`src/rtl/pll_pkg.sv`:
```
package pll_pkg;

    localparam int REF_W  = 14;
    localparam int A_W    = 3;
    localparam int B_W    = 13;
    localparam int CODE_W = 3;
    localparam int FA_W   = 14;

    typedef enum logic [1:0] {
        MAN_PFD = 2'd0,
        MAN_UP  = 2'd1,
        MAN_DN  = 2'd2,
        MAN_OFF = 2'd3
    } man_mode_e;

    typedef struct packed {
        logic up;
        logic dn;
    } pump_cmd_t;

    // Manual override selects the command, then polarity swap applies.
    function automatic pump_cmd_t pump_shape(pump_cmd_t det, man_mode_e mode, logic inv);
        pump_cmd_t c;
        case (mode)
            MAN_UP:  c = '{up: 1'b1, dn: 1'b0};
            MAN_DN:  c = '{up: 1'b0, dn: 1'b1};
            MAN_OFF: c = '{up: 1'b0, dn: 1'b0};
            default: c = det;
        endcase
        if (inv) c = '{up: c.dn, dn: c.up};
        return c;
    endfunction

endpackage

```
`src/rtl/pll_refdiv.sv`:
```
module pll_refdiv #(
    parameter int W = pll_pkg::REF_W
) (
    input  logic         clk,
    input  logic         rst,
    input  logic         restart,
    input  logic         tick,
    input  logic [W-1:0] ratio,
    output logic         div_pulse
);
    logic [W-1:0] cnt;

    always_ff @(posedge clk) begin
        div_pulse <= 1'b0;
        if (rst || restart) begin
            cnt <= '0;
        end else if (tick) begin
            if (cnt >= ratio - W'(1)) begin
                cnt       <= '0;
                div_pulse <= 1'b1;
            end else begin
                cnt <= cnt + W'(1);
            end
        end
    end

    assert_ref_after_tick_R2: assert property (@(posedge clk) disable iff (rst)
        div_pulse |-> $past(tick));

endmodule

```
`src/rtl/pll_fbdiv.sv`:
```
module pll_fbdiv #(
    parameter int AW = pll_pkg::A_W,
    parameter int BW = pll_pkg::B_W
) (
    input  logic          clk,
    input  logic          rst,
    input  logic          restart,
    input  logic          tick,
    input  logic [AW-1:0] a_val,
    input  logic [BW-1:0] b_val,
    output logic          mod_hi,
    output logic          div_pulse
);
    logic [AW-1:0] a_left;
    logic [BW-1:0] b_left;

    always_ff @(posedge clk) begin
        div_pulse <= 1'b0;
        if (rst || restart) begin
            a_left <= a_val;
            b_left <= b_val;
        end else if (tick) begin
            if (b_left <= BW'(1)) begin
                a_left    <= a_val;
                b_left    <= b_val;
                div_pulse <= 1'b1;
            end else begin
                b_left <= b_left - BW'(1);
                if (a_left != '0) a_left <= a_left - AW'(1);
            end
        end
    end

    assign mod_hi = (a_left != '0);

    assert_fb_after_tick_R3: assert property (@(posedge clk) disable iff (rst)
        div_pulse |-> $past(tick));

    assert_mod_drop_on_tick_R4: assert property (@(posedge clk) disable iff (rst)
        $fell(mod_hi) |-> $past(tick));

endmodule

```
`src/rtl/pll_pfd.sv`:
```
module pll_pfd (
    input  logic                clk,
    input  logic                rst,
    input  logic                clear,
    input  logic                ref_edge,
    input  logic                fb_edge,
    output pll_pkg::pump_cmd_t  det
);
    logic up_q, dn_q, up_n, dn_n;

    always_comb begin
        up_n = up_q | ref_edge;
        dn_n = dn_q | fb_edge;
        if (up_n && dn_n) begin
            up_n = 1'b0;
            dn_n = 1'b0;
        end
    end

    always_ff @(posedge clk) begin
        if (rst || clear) begin
            up_q <= 1'b0;
            dn_q <= 1'b0;
        end else begin
            up_q <= up_n;
            dn_q <= dn_n;
        end
    end

    assign det = '{up: up_q, dn: dn_q};

    assert_pfd_exclusive_R5: assert property (@(posedge clk) disable iff (rst)
        !(up_q && dn_q));

    assert_pfd_up_hold_R5: assert property (@(posedge clk) disable iff (rst)
        (up_q && !fb_edge && !clear) |=> up_q);

endmodule

```
`src/rtl/pll_fastacq.sv`:
```
module pll_fastacq #(
    parameter int FW         = pll_pkg::FA_W,
    parameter int UNIT_CYCLES = 4
) (
    input  logic          clk,
    input  logic          rst,
    input  logic          trigger,
    input  logic          enable,
    input  logic [FW-1:0] units,
    output logic          active
);
    localparam int SW = (UNIT_CYCLES > 1) ? $clog2(UNIT_CYCLES) : 1;
    localparam logic [SW-1:0] SUB_TOP = SW'(UNIT_CYCLES - 1);

    logic [FW-1:0] units_left;
    logic [SW-1:0] sub;

    always_ff @(posedge clk) begin
        if (rst || !enable) begin
            units_left <= '0;
            sub        <= '0;
        end else if (trigger) begin
            units_left <= units;
            sub        <= SUB_TOP;
        end else if (units_left != '0) begin
            if (sub == '0) begin
                sub        <= SUB_TOP;
                units_left <= units_left - FW'(1);
            end else begin
                sub <= sub - SW'(1);
            end
        end
    end

    assign active = (units_left != '0);

    assert_fa_abort_R9: assert property (@(posedge clk) disable iff (rst)
        !enable |=> !active);

    assert_fa_open_on_trigger_R9: assert property (@(posedge clk) disable iff (rst)
        $rose(active) |-> $past(trigger && enable));

endmodule

```
`src/rtl/pll_divpfd.sv`:
```
module pll_divpfd #(
    parameter int REF_W       = pll_pkg::REF_W,
    parameter int A_W         = pll_pkg::A_W,
    parameter int B_W         = pll_pkg::B_W,
    parameter int CODE_W      = pll_pkg::CODE_W,
    parameter int FA_W        = pll_pkg::FA_W,
    parameter int UNIT_CYCLES = 4,
    parameter int FAST_CODE   = 7
) (
    input  logic              clk,
    input  logic              rst,
    input  logic              cfg_we,
    input  logic              ref_tick,
    input  logic              pre_tick,
    input  logic [REF_W-1:0]  r_div,
    input  logic [A_W-1:0]    a_cnt,
    input  logic [B_W-1:0]    b_cnt,
    input  logic [1:0]        pump_man,
    input  logic              pump_inv,
    input  logic [CODE_W-1:0] pump_code,
    input  logic              fa_en,
    input  logic [FA_W-1:0]   fa_units,
    output logic              pump_up,
    output logic              pump_dn,
    output logic              mod_hi,
    output logic [CODE_W-1:0] cur_code,
    output logic              fa_active
);
    import pll_pkg::*;

    localparam logic [CODE_W-1:0] FAST_C = CODE_W'(FAST_CODE);

    logic      ref_edge, fb_edge;
    pump_cmd_t det, shaped;

    pll_refdiv #(.W(REF_W)) u_ref (
        .clk(clk), .rst(rst), .restart(cfg_we), .tick(ref_tick),
        .ratio(r_div), .div_pulse(ref_edge)
    );

    pll_fbdiv #(.AW(A_W), .BW(B_W)) u_fb (
        .clk(clk), .rst(rst), .restart(cfg_we), .tick(pre_tick),
        .a_val(a_cnt), .b_val(b_cnt), .mod_hi(mod_hi), .div_pulse(fb_edge)
    );

    pll_pfd u_pfd (
        .clk(clk), .rst(rst), .clear(cfg_we),
        .ref_edge(ref_edge), .fb_edge(fb_edge), .det(det)
    );

    pll_fastacq #(.FW(FA_W), .UNIT_CYCLES(UNIT_CYCLES)) u_fa (
        .clk(clk), .rst(rst), .trigger(cfg_we), .enable(fa_en),
        .units(fa_units), .active(fa_active)
    );

    always_comb begin
        shaped   = pump_shape(det, man_mode_e'(pump_man), pump_inv);
        pump_up  = shaped.up;
        pump_dn  = shaped.dn;
        cur_code = fa_active ? FAST_C : pump_code;
    end

    assert_man_off_R6: assert property (@(posedge clk) disable iff (rst)
        (pump_man == 2'd3) |-> (!pump_up && !pump_dn));

    assert_restart_clears_R10: assert property (@(posedge clk) disable iff (rst)
        (cfg_we && pump_man == 2'd0) |=> (pump_man != 2'd0 || (!pump_up && !pump_dn)));

endmodule

```
`config.mk`:
```
export PLATFORM = sky130hd
export DESIGN_NAME = pll_divpfd
export DESIGN_NICKNAME = d
export VERILOG_FILES = /design/src/rtl/pll_pkg.sv /design/src/rtl/pll_refdiv.sv /design/src/rtl/pll_fbdiv.sv /design/src/rtl/pll_pfd.sv /design/src/rtl/pll_fastacq.sv /design/src/rtl/pll_divpfd.sv
export SDC_FILE = /design/constraint.sdc
export NUM_CORES = 1
export LEC_CHECK = 0
export BUFFER_PORTS_ARGS = -buffer_cell sky130_fd_sc_hd__buf_2
export CAP_MARGIN = 25
export CORE_MARGIN = 4
export CORE_UTILIZATION = 52
export CTS_BUF_LIST = sky130_fd_sc_hd__clkbuf_2
export CTS_CLUSTER_SIZE = 40
export DETAILED_ROUTE_END_ITERATION = 6
export PLACE_DENSITY = 0.79
export SYNTH_ARGS = -nofsm -noshare
export SYNTH_HDL_FRONTEND = slang
export SYNTH_SLANG_ARGS = --single-unit
```
`constraint.sdc`:
```
create_clock -name clk -period 2.9 [get_ports clk]
set_input_delay 0.58 -clock clk [delete_from_list [all_inputs] [get_ports clk]]
set_output_delay 0.58 -clock clk [all_outputs]
set_load 0.005 [all_outputs]
```
==> results.json, run 1 <==
{
  "port_buffers": 62,
  "holdCritPathClass": "in2reg",
  "ys.flop_type": "dfxtp_1",
  "cap_viol_max_count": 0,
  "power_leakage_uw": 0.00147,
  "cp.required_ns": 3.25,
  "antenna_cells_inserted": 0,
  "detailed_place_hpwl_um": 5300,
  "finish.utilization": 0.620,
  "post_synth_inst_count": 371,
  "syn_area_per_cell_um2": 8.83,
  "grt_antenna_before_repair": 0,
  "post_synth_num_cell_types": 59,
  "report.final.slew_viol_count": 0,
  "worst_tran_pin_value_ns": 0.717,
  "postRouteWirelength_um": 6910,
  "setup_violations": 0,
  "netlist_area_um2": 3280,
  "report.final.hold_viol_count": 0,
  "clock_latency_ns": 0.44,
  "cpMaxStageDelayCell": "nor4_1",
  "gp_congestion": 0.793,
  "worst_setup_hold_path_clk_slew_ns": 0.24,
  "via_count": 2874,
  "peakVddDrop_uv": 294,
  "ys_ff_latch": 50,
  "grt.total_usage": 0.190,
  "cts-hold-fix-buffers": 0,
  "numClockSinks": 50,
  "post-route-min-period_ns": 2.65,
  "layout.cells.most_common_list": "62 x buf_2, 39 x nand2_1, 34 x dfxtp_1",
  "cp_slowest_stage_delay_ns": 0.36,
  "floorplan.rows": 28,
  "synth.yosys.seq_area_share": 0.354,
  "io_pins": 63,
  "cts_setup_buffers": 0,
  "via_count_of_the_first_global_routing_pass": 2826,
  "cp-start-kind": "input port",
  "post_route_cells_drive_above_1_share": 0.229,
  "detail_route.wl_per_cell_um": 13.5,
  "floorplan.initialDensity": 0.544,
  "grt_first_pass_wirelength_um": 12000,
  "outcome": "complete, no violations",
  "min-delay-start": "fa_units[1]",
  "cts_tree": "built",
  "synth_top_family_by_area": "simple AND/OR/NAND/NOR gates",
  "cts.root.buffer_cell": "clkbuf_2",
  "power.density_cell_area_nw_per_um2": 408,
  "ctsLongestPathBuffers": 2,
  "grt_overflow_total": 0,
  "timing.final.crit_share": 0.914,
  "criticalPathCategory": "in2reg",
  "die-area_um2": 7640,
  "clock_skew_ns": 0.0210,
  "final_net_count": 514,
  "die_h_um": 87.4,
  "maximum_frequency_from_static_timing_analysis_mhz": 377,
  "synth.area.mux_share": 0.00687,
  "dieWidth_um": 87.4,
  "async_s_r_ff_share_synth": 0,
  "worstPathArrival_ns": 3.00,
  "cp_cell_sequence": "buf_2 -> nor4_1 -> nand3b_1 -> buf_4 -> nor4_1 -> xnor2_1 -> ha_1 -> a21oi_1 -> o21ai_0 -> a21oi_2 -> o21ai_1 -> buf_4 -> a221oi_1",
  "design.core.area_um2": 6030,
  "number_of_buffers_added_by_the_clock_tree_synthesis_step": 5,
  "cts_repair_resize_count": 0,
  "route.antenna.remaining_nets": 0,
  "synth-simple-area-share": 0.226,
  "synth-edff-count": 16,
  "drcViolationCount": 0,
  "rsz_0062_raised_after_global_routing": "false",
  "slew-limit-headroom": 0.521,
  "hold-worst-slack_ns": 0.365,
  "drt_iter0_markers": 109,
  "post_synth_xor_area_fraction": 0.112,
  "worst-path-max-fanout": 12,
  "critical_path.startpoint": "r_div[2]",
  "worstReg2RegStart": "u_fb.b_left[6]",
  "drt-pass1-iter-count": 4,
  "syn_nets": 449,
  "post_drt_via_cell_ratio": 5.61,
  "yosys_warnings": 0,
  "area_growth_pct": 14.0,
  "synth_adder_area_share": 0.0840,
  "end_kind": "flip-flop",
  "grt_start_max_net_pins": 34,
  "htree_levels": 2,
  "fraction_of_the_mapped_netlist_area_in_compound_gates": 0.172,
  "layout_commonest_cell": "buf_2"
}
## cells by family after synthesis
group                      count (synthesis)
and+or+nand+nor                          138
AOI/OAI and AO/OA                         86
DFF                                       50
xor gates and xnor gates                  42
buffers and inverters                     31
adders and majority gates                 22
muxes                                      2
## critical path: cells and delay by family
kind,cells,cell delay (ns)
AO/OA/AOI/OAI,5,0.77
buffers and inverters,3,0.44
AND/OR/NAND/NOR,3,0.79
adder cells (fa/ha/maj),1,0.26
XOR/XNOR,1,0.16
## routing by layer
layer,track usage,share of wire,vias up
met1,0.228,0.45,1346
met2,0.343,0.51,51
met5,0,0,-
met4,0.0600,0.012,0
li1,-,-,1467
met3,0.0303,0.036,10
## per-stage QoR
stage               cell area [um2]  std cells  setup TNS, ns  total power, uW  setup WS [ns]
floorplan                      3280        371              0             1070         0.0131
global placement               3670        504         -0.702             1160        -0.0921
detailed placement             3670        504          -2.28             1170         -0.217
CTS                            3740        512              0             1530          0.250
global route                   3740        512              0             1620         0.0237
finish                         3740        512              0             1530          0.251
## report_power, final
part / total, uW / switching, uW / internal (uW) / leakage [uW]
logic: 346 / 186 / 160 / 0.000977
registers: 811 / 41.6 / 769 / 0.000446
clock network: 368 / 225 / 143 / 0.0000427
## cells in the mapped netlist (all sizes together), types with 2 or more instances
library cell,instances,share of area
a31oi,2,0.0038
nor4,11,0.032
or2,2,0.0038
o21a,3,0.0069
buf,7,0.017
ha,22,0.084
nand2b,8,0.016
o21ai,30,0.046
dfxtp,34,0.21
a21oi,21,0.033
or3,6,0.012
nand4,6,0.011
nor3b,2,0.0061
nor3,17,0.027
clkbuf,6,0.0069
nand2,40,0.047
xnor2,26,0.069
a21o,3,0.0069
edfxtp,16,0.15
nand3b,3,0.0069
mux2,2,0.0069
or4,3,0.0080
and2,3,0.0057
o2111ai,3,0.0080
nand3,6,0.0092
nor2,27,0.031
and4,3,0.0084
a211oi,13,0.031
inv,18,0.021
xor2,16,0.043
## worst paths after layout
kind                              to  slack, ns  cells past startpoint
hold reg to reg           u_pfd.up_q       0.43                      1
hold / removal    u_fa.units_left[1]       0.36                      3
setup / recovery        u_ref.cnt[3]       0.25                     13
setup reg to reg      u_fb.a_left[1]       0.45                      4
## cell type report
class | instances | area [um2]
Sequential cell | 50 | 1160
Clock inverter | 3 | 40.0
Inverter | 18 | 67.6
Timing Repair Buffer | 71 | 378
Multi-Input combinational cell | 290 | 1970
Clock buffer | 5 | 25.0
Tap cell | 75 | 93.8
Fill cell | 527 | 2290
## state kept, by name, indices dropped and copies added (netlist names)
signal / count
u_fa.units_left: 14
u_ref.cnt: 14
u_fb.b_left: 13
u_fb.a_left: 3
u_fa.sub: 2
u_fb.div_pulse: 1
u_pfd.dn_q: 1
u_pfd.up_q: 1
u_ref.div_pulse: 1
No activity file was read; power rests on OpenSTA's default activity.
==> run 2: changes to the inputs <==
CORE_UTILIZATION = 51   (was 52)
PLACE_DENSITY = 0.77   (was 0.79)
==> results.json, run 2 (synthesis results as in run 1) <==
{
  "outcome": "complete, no violations",
  "clock_latency_ns": 0.44,
  "antenna_cells_inserted": 0,
  "final_net_count": 515,
  "port_buffers": 62,
  "die_h_um": 88.2,
  "comb_power_share": 0.242,
  "htree_levels": 2,
  "gp_congestion": 0.843,
  "power.share.sequential": 0.560,
  "floorplan.initialDensity": 0.541,
  "area_growth_pct": 13.7,
  "post_route_cells_drive_above_1_share": 0.233,
  "worst_tran_pin_value_ns": 0.707,
  "drt-pass1-iter-count": 5,
  "setup_violations": 0,
  "wl_met1_um": 3160,
  "worstPathArrival_ns": 2.07,
  "fillCellCount": 530,
  "power.total_uw": 1450,
  "postRouteWirelength_um": 7170,
  "floorplan.rows": 28,
  "met2_wirelength_um": 3660,
  "layout_commonest_cell": "buf_2",
  "grt.total_usage": 0.190,
  "final.setup.worst_slack_ns": 0.250,
  "power.share.switching": 0.308,
  "number_of_buffers_added_by_the_clock_tree_synthesis_step": 5,
  "met3_wire_length_um": 276,
  "via_count": 2860,
  "detailed_place_hpwl_um": 5530,
  "maximum_frequency_from_static_timing_analysis_mhz": 377,
  "cp-start-kind": "flip-flop",
  "grt_antenna_before_repair": 0,
  "power.density_cell_area_nw_per_um2": 388,
  "drcViolationCount": 0,
  "worst-path-max-fanout": 11,
  "layout.cells.most_common_list": "62 x buf_2, 39 x nand2_1, 34 x dfxtp_1",
  "dp_slack_ns": -0.231,
  "biggestRegsByFlops": "u_fa.units_left: 14 flops, u_ref.cnt: 14 flops, u_fb.b_left: 13 flops",
  "grt_first_pass_wirelength_um": 12000,
  "cap_viol_max_count": 0,
  "power.share.clock": 0.198,
  "net-switching-power_uw": 446,
  "io_pins": 63,
  "power_leakage_uw": 0.00146,
  "stdcell_count": 513,
  "place.detailed.instances": 505,
  "cts_tree": "built",
  "drt_iter0_markers": 137,
  "detail_route.wl_per_cell_um": 14.0,
  "cpMaxStageDelayCell": "and4_2",
  "hold-worst-slack_ns": 0.367,
  "grt_start_max_net_pins": 34,
  "post-route-min-period_ns": 2.65,
  "numClockSinks": 50,
  "report.final.slew_viol_count": 0,
  "power_report.internal_total_uw": 1000,
  "peakVddDrop_uv": 245,
  "top_signal_layer_used": "met4",
  "holdCritPathClass": "in2reg",
  "die-area_um2": 7770,
  "grt_overflow_total": 0,
  "criticalPathCategory": "reg2out",
  "rsz_0062_raised_after_global_routing": "false",
  "route.antenna.remaining_nets": 0,
  "worst_setup_hold_path_clk_slew_ns": 0.25,
  "slew-limit-headroom": 0.528,
  "dieWidth_um": 88.2,
  "post_drt_via_cell_ratio": 5.58,
  "cts.root.buffer_cell": "clkbuf_2",
  "timing.final.crit_share": 0.914,
  "cp_slowest_stage_delay_ns": 0.44,
  "cp_cell_sequence": "inv_1 -> ha_1 -> nor3b_2 -> and4_2 -> inv_2 -> buf_2",
  "end_kind": "output pin",
  "report.final.hold_viol_count": 0,
  "via_count_of_the_first_global_routing_pass": 2733,
  "cp.required_ns": 2.32,
  "clock_skew_ns": 0.0240,
  "design.core.area_um2": 6060,
  "cts-hold-fix-buffers": 0,
  "ctsLongestPathBuffers": 2
}
[run 2: cell types whose count changed in the layout (fill, tap and decap cells not counted)]
cell       delta
buf_4         +1
bufinv_16     -1
clkbuf_2      +3
clkinv_2      -2
nor4_1        -1
nor4_2        +1
[run 2: critical path, delay by kind of cell, from the launching register on]
kind,cells,cell delay (ns)
AND/OR/NAND/NOR,2,0.77
flip-flops,1,0.39
buffers and inverters,3,0.34
adder cells (fa/ha/maj),1,0.15
[run 2: path summary, 6_finish.rpt]
| check | startpoint | endpoint | slack (ns) | cells past startpoint |
|---|---|---|---|---|
| max | u_fa.units_left[0] | fa_active | 0.25 | 6 |
| min | pre_tick | u_fb.div_pulse | 0.37 | 3 |
| max reg2reg | u_fb.b_left[6] | u_fb.a_left[1] | 0.45 | 4 |
| min reg2reg | u_fb.div_pulse | u_pfd.up_q | 0.49 | 1 |
[run 2: power groups by stage]
stage	Sequential [uW]	Clock, uW	Combinational [uW]
2_1_floorplan	815	0	253
3_3_place_gp	822	0	336
3_5_place_dp	824	0	347
4_1_cts	810	294	351
5_1_grt	817	321	392
6_report	810	286	350
[run 2: per-stage QoR]
stage,util,area [um2],setup TNS (ns)
5_1_grt,0.615,3720,0
3_5_place_dp,0.607,3680,-2.79
3_3_place_gp,0.607,3680,-0.640
2_1_floorplan,-,3280,0
6_report,0.615,3720,0
4_1_cts,0.614,3720,0
[run 2: cell type report]
class / count / area, um2 / area share
multi-input combinational: 290 / 1980 / 0.531
sequential: 50 / 1160 / 0.312
inverter: 18 / 67.6 / 0.0181
timing repair buffer: 72 / 385 / 0.103
tap: 75 / 93.8 / 0.0252
clock buffer: 8 / 40.0 / 0.0107
[run 2: layer usage]
layer	vias to the layer above	global-route usage
met5	-	0
met2	52	0.348
li1	1471	-
met1	1328	0.231
met4	0	0.0467
met3	9	0.0329
[run 2: what timing repair did]
action                     in CTS  in global routing
setup endpoints to repair       0                  1
gates resized for setup         0                  1
buffers inserted                0                  0
==> run 3: changes to the inputs <==
CELL_PAD_IN_SITES_DETAIL_PLACEMENT = 0   (was unset)
CELL_PAD_IN_SITES_GLOBAL_PLACEMENT = 1   (was unset)
CORE_UTILIZATION = 39   (was 51)
PLACE_DENSITY = unset   (was 0.77)
PLACE_DENSITY_LB_ADDON = 0.1   (was unset)
==> results.json, run 3 (synthesis results as in run 1) <==
{
  "grt_overflow_total": 0,
  "via_count_of_the_first_global_routing_pass": 2652,
  "floorplan.rows": 33,
  "number_of_buffers_added_by_the_clock_tree_synthesis_step": 5,
  "critical_path_depth": 6,
  "final_net_count": 516,
  "cp-endpoint": "fa_active",
  "io_pins": 63,
  "sum_of_buffers_and_inverters_on_the_critical_path": 3,
  "route.antenna.remaining_nets": 0,
  "cts_setup_buffers": 0,
  "grt_start_max_net_pins": 34,
  "power_leakage_uw": 0.00147,
  "grt.total_usage": 0.148,
  "report.final.slew_viol_count": 0,
  "cp.required_ns": 2.32,
  "biggestRegsByFlops": "u_fa.units_left: 14 flops, u_ref.cnt: 14 flops, u_fb.b_left: 13 flops",
  "worst_tran_pin_value_ns": 0.673,
  "numClockSinks": 50,
  "place.detailed.instances": 536,
  "holdCritPathClass": "in2reg",
  "grt_antenna_before_repair": 0,
  "end_kind": "output pin",
  "worstPathArrival_ns": 2.11,
  "drt-pass1-iter-count": 4,
  "htree_levels": 2,
  "worst-r2r-setup-slack_ns": 0.53,
  "post_drt_via_cell_ratio": 5.11,
  "rsz_0062_raised_after_global_routing": "false",
  "floorplan.initialDensity": 0.401,
  "dp_slack_ns": -0.170,
  "busiest_layer": "met2",
  "grt_first_pass_wirelength_um": 12200,
  "power.total_uw": 1570,
  "stdcell_count": 544,
  "detail_route.wl_per_cell_um": 12.9,
  "worstReg2RegEnd": "u_fb.a_left[0]",
  "worst_setup_hold_path_clk_slew_ns": 0.29,
  "clock_latency_ns": 0.45,
  "postRouteWirelength_um": 7030,
  "detailed_place_hpwl_um": 5310,
  "power.density_cell_area_nw_per_um2": 413,
  "post_route_cells_drive_above_1_share": 0.232,
  "outcome": "complete, no violations",
  "layout_commonest_cell": "buf_2",
  "slew-limit-headroom": 0.551,
  "criticalPathCategory": "reg2out",
  "layout.cells.most_common_list": "62 x buf_2, 39 x nand2_1, 34 x dfxtp_1",
  "post-route-min-period_ns": 2.69,
  "design.core.area_um2": 8180,
  "critical-path-top-delay-family": "simple AND/OR/NAND/NOR gates",
  "placed_cell_area_um2": 3720,
  "final.setup.worst_slack_ns": 0.213,
  "worst-path-max-fanout": 11,
  "dieWidth_um": 99.7,
  "die-area_um2": 9930,
  "peakVddDrop_uv": 193,
  "die_h_um": 99.7,
  "report.final.hold_viol_count": 0,
  "cpMaxStageDelayCell": "and4_2",
  "cts.root.buffer_cell": "clkbuf_2",
  "ctsLongestPathBuffers": 2,
  "cap_viol_max_count": 0,
  "gp_congestion": 0.729,
  "global_routing_usage_on_met2": 0.243,
  "port_buffers": 62,
  "fin_area_um2": 3800,
  "drt_iter0_markers": 88,
  "drcViolationCount": 0,
  "cts_tree": "built",
  "r2r.worst_path.cells": 4,
  "cp_slowest_stage_delay_ns": 0.45,
  "cts_repair_resize_count": 0,
  "cp-start-kind": "flip-flop",
  "antenna_cells_inserted": 0,
  "critical_path.startpoint": "u_fa.units_left[0]",
  "cp_cell_sequence": "inv_1 -> ha_1 -> nor3b_2 -> and4_2 -> inv_2 -> buf_2",
  "via_count": 2779,
  "cts-hold-fix-buffers": 0,
  "finish.utilization": 0.464,
  "maximum_frequency_from_static_timing_analysis_mhz": 372,
  "grt.met1_usage": 0.202,
  "area_growth_pct": 15.9,
  "clock_skew_ns": 0.0190,
  "worstReg2RegStart": "u_fb.b_left[6]",
  "grt_util_met3": 0.0273,
  "setup_violations": 0,
  "timing.final.crit_share": 0.927
}
-- run 3: cell types whose count changed in the layout (fill, tap and decap cells not counted) --
cell / previous run / this run
clkbuf_2: 8 / 5
buf_4: 10 / 11
bufinv_16: 0 / 1
clkinvlp_4: 0 / 1
inv_8: 0 / 1
nor4_1: 7 / 8
nor4_2: 2 / 1
-- run 3: worst min path at each step --
stage                               from  depth (start not counted)              to
after detailed placement  u_fb.div_pulse                          1      u_pfd.up_q
after CTS                       pre_tick                          3  u_fb.div_pulse
after floorplan           u_fb.div_pulse                          1      u_pfd.up_q
after global placement    u_fb.div_pulse                          1      u_pfd.up_q
after global routing            pre_tick                          3  u_fb.div_pulse
final                           pre_tick                          3  u_fb.div_pulse
-- run 3: tightest hold or removal path, delay by kind of cell --
family | cells | cell delay (ns)
and+or+nand+nor | 1 | 0.05
buffers and inverters | 2 | 0.16
-- run 3: metrics by stage --
step / hold slack, ns / TNS, ns
4_1_cts: 0.289 / 0
5_1_grt: 0.256 / 0
3_3_place_gp: 0.423 / -1.22
3_5_place_dp: 0.413 / -1.81
6_report: 0.322 / 0
2_1_floorplan: 0.394 / 0
-- run 3: cell type report --
class | instances | area, um2
Clock inverter | 3 | 48.8
Clock buffer | 5 | 25.0
Multi-Input combinational cell | 290 | 1970
Fill cell | 869 | 4380
Sequential cell | 50 | 1160
Tap cell | 105 | 131
Timing Repair Buffer | 73 | 393
Inverter | 18 | 67.6
-- run 3: where the power goes --
group          leakage [uW]  switching (uW)  internal, uW
Clock             0.0000411             258           151
Combinational      0.000988             186           162
Sequential         0.000446            40.1           770
Total               0.00147             483          1080
-- run 3: routing by layer --
| layer | vias to the layer above | routed length [um] | part of all wire |
|---|---|---|---|
| met2 | 44 | 3240 | 0.46 |
| li1 | 1468 | - | - |
| met3 | 6 | 283 | 0.040 |
| met5 | - | 0 | 0 |
| met1 | 1261 | 3460 | 0.49 |
| met4 | 0 | 47 | 0.0067 |
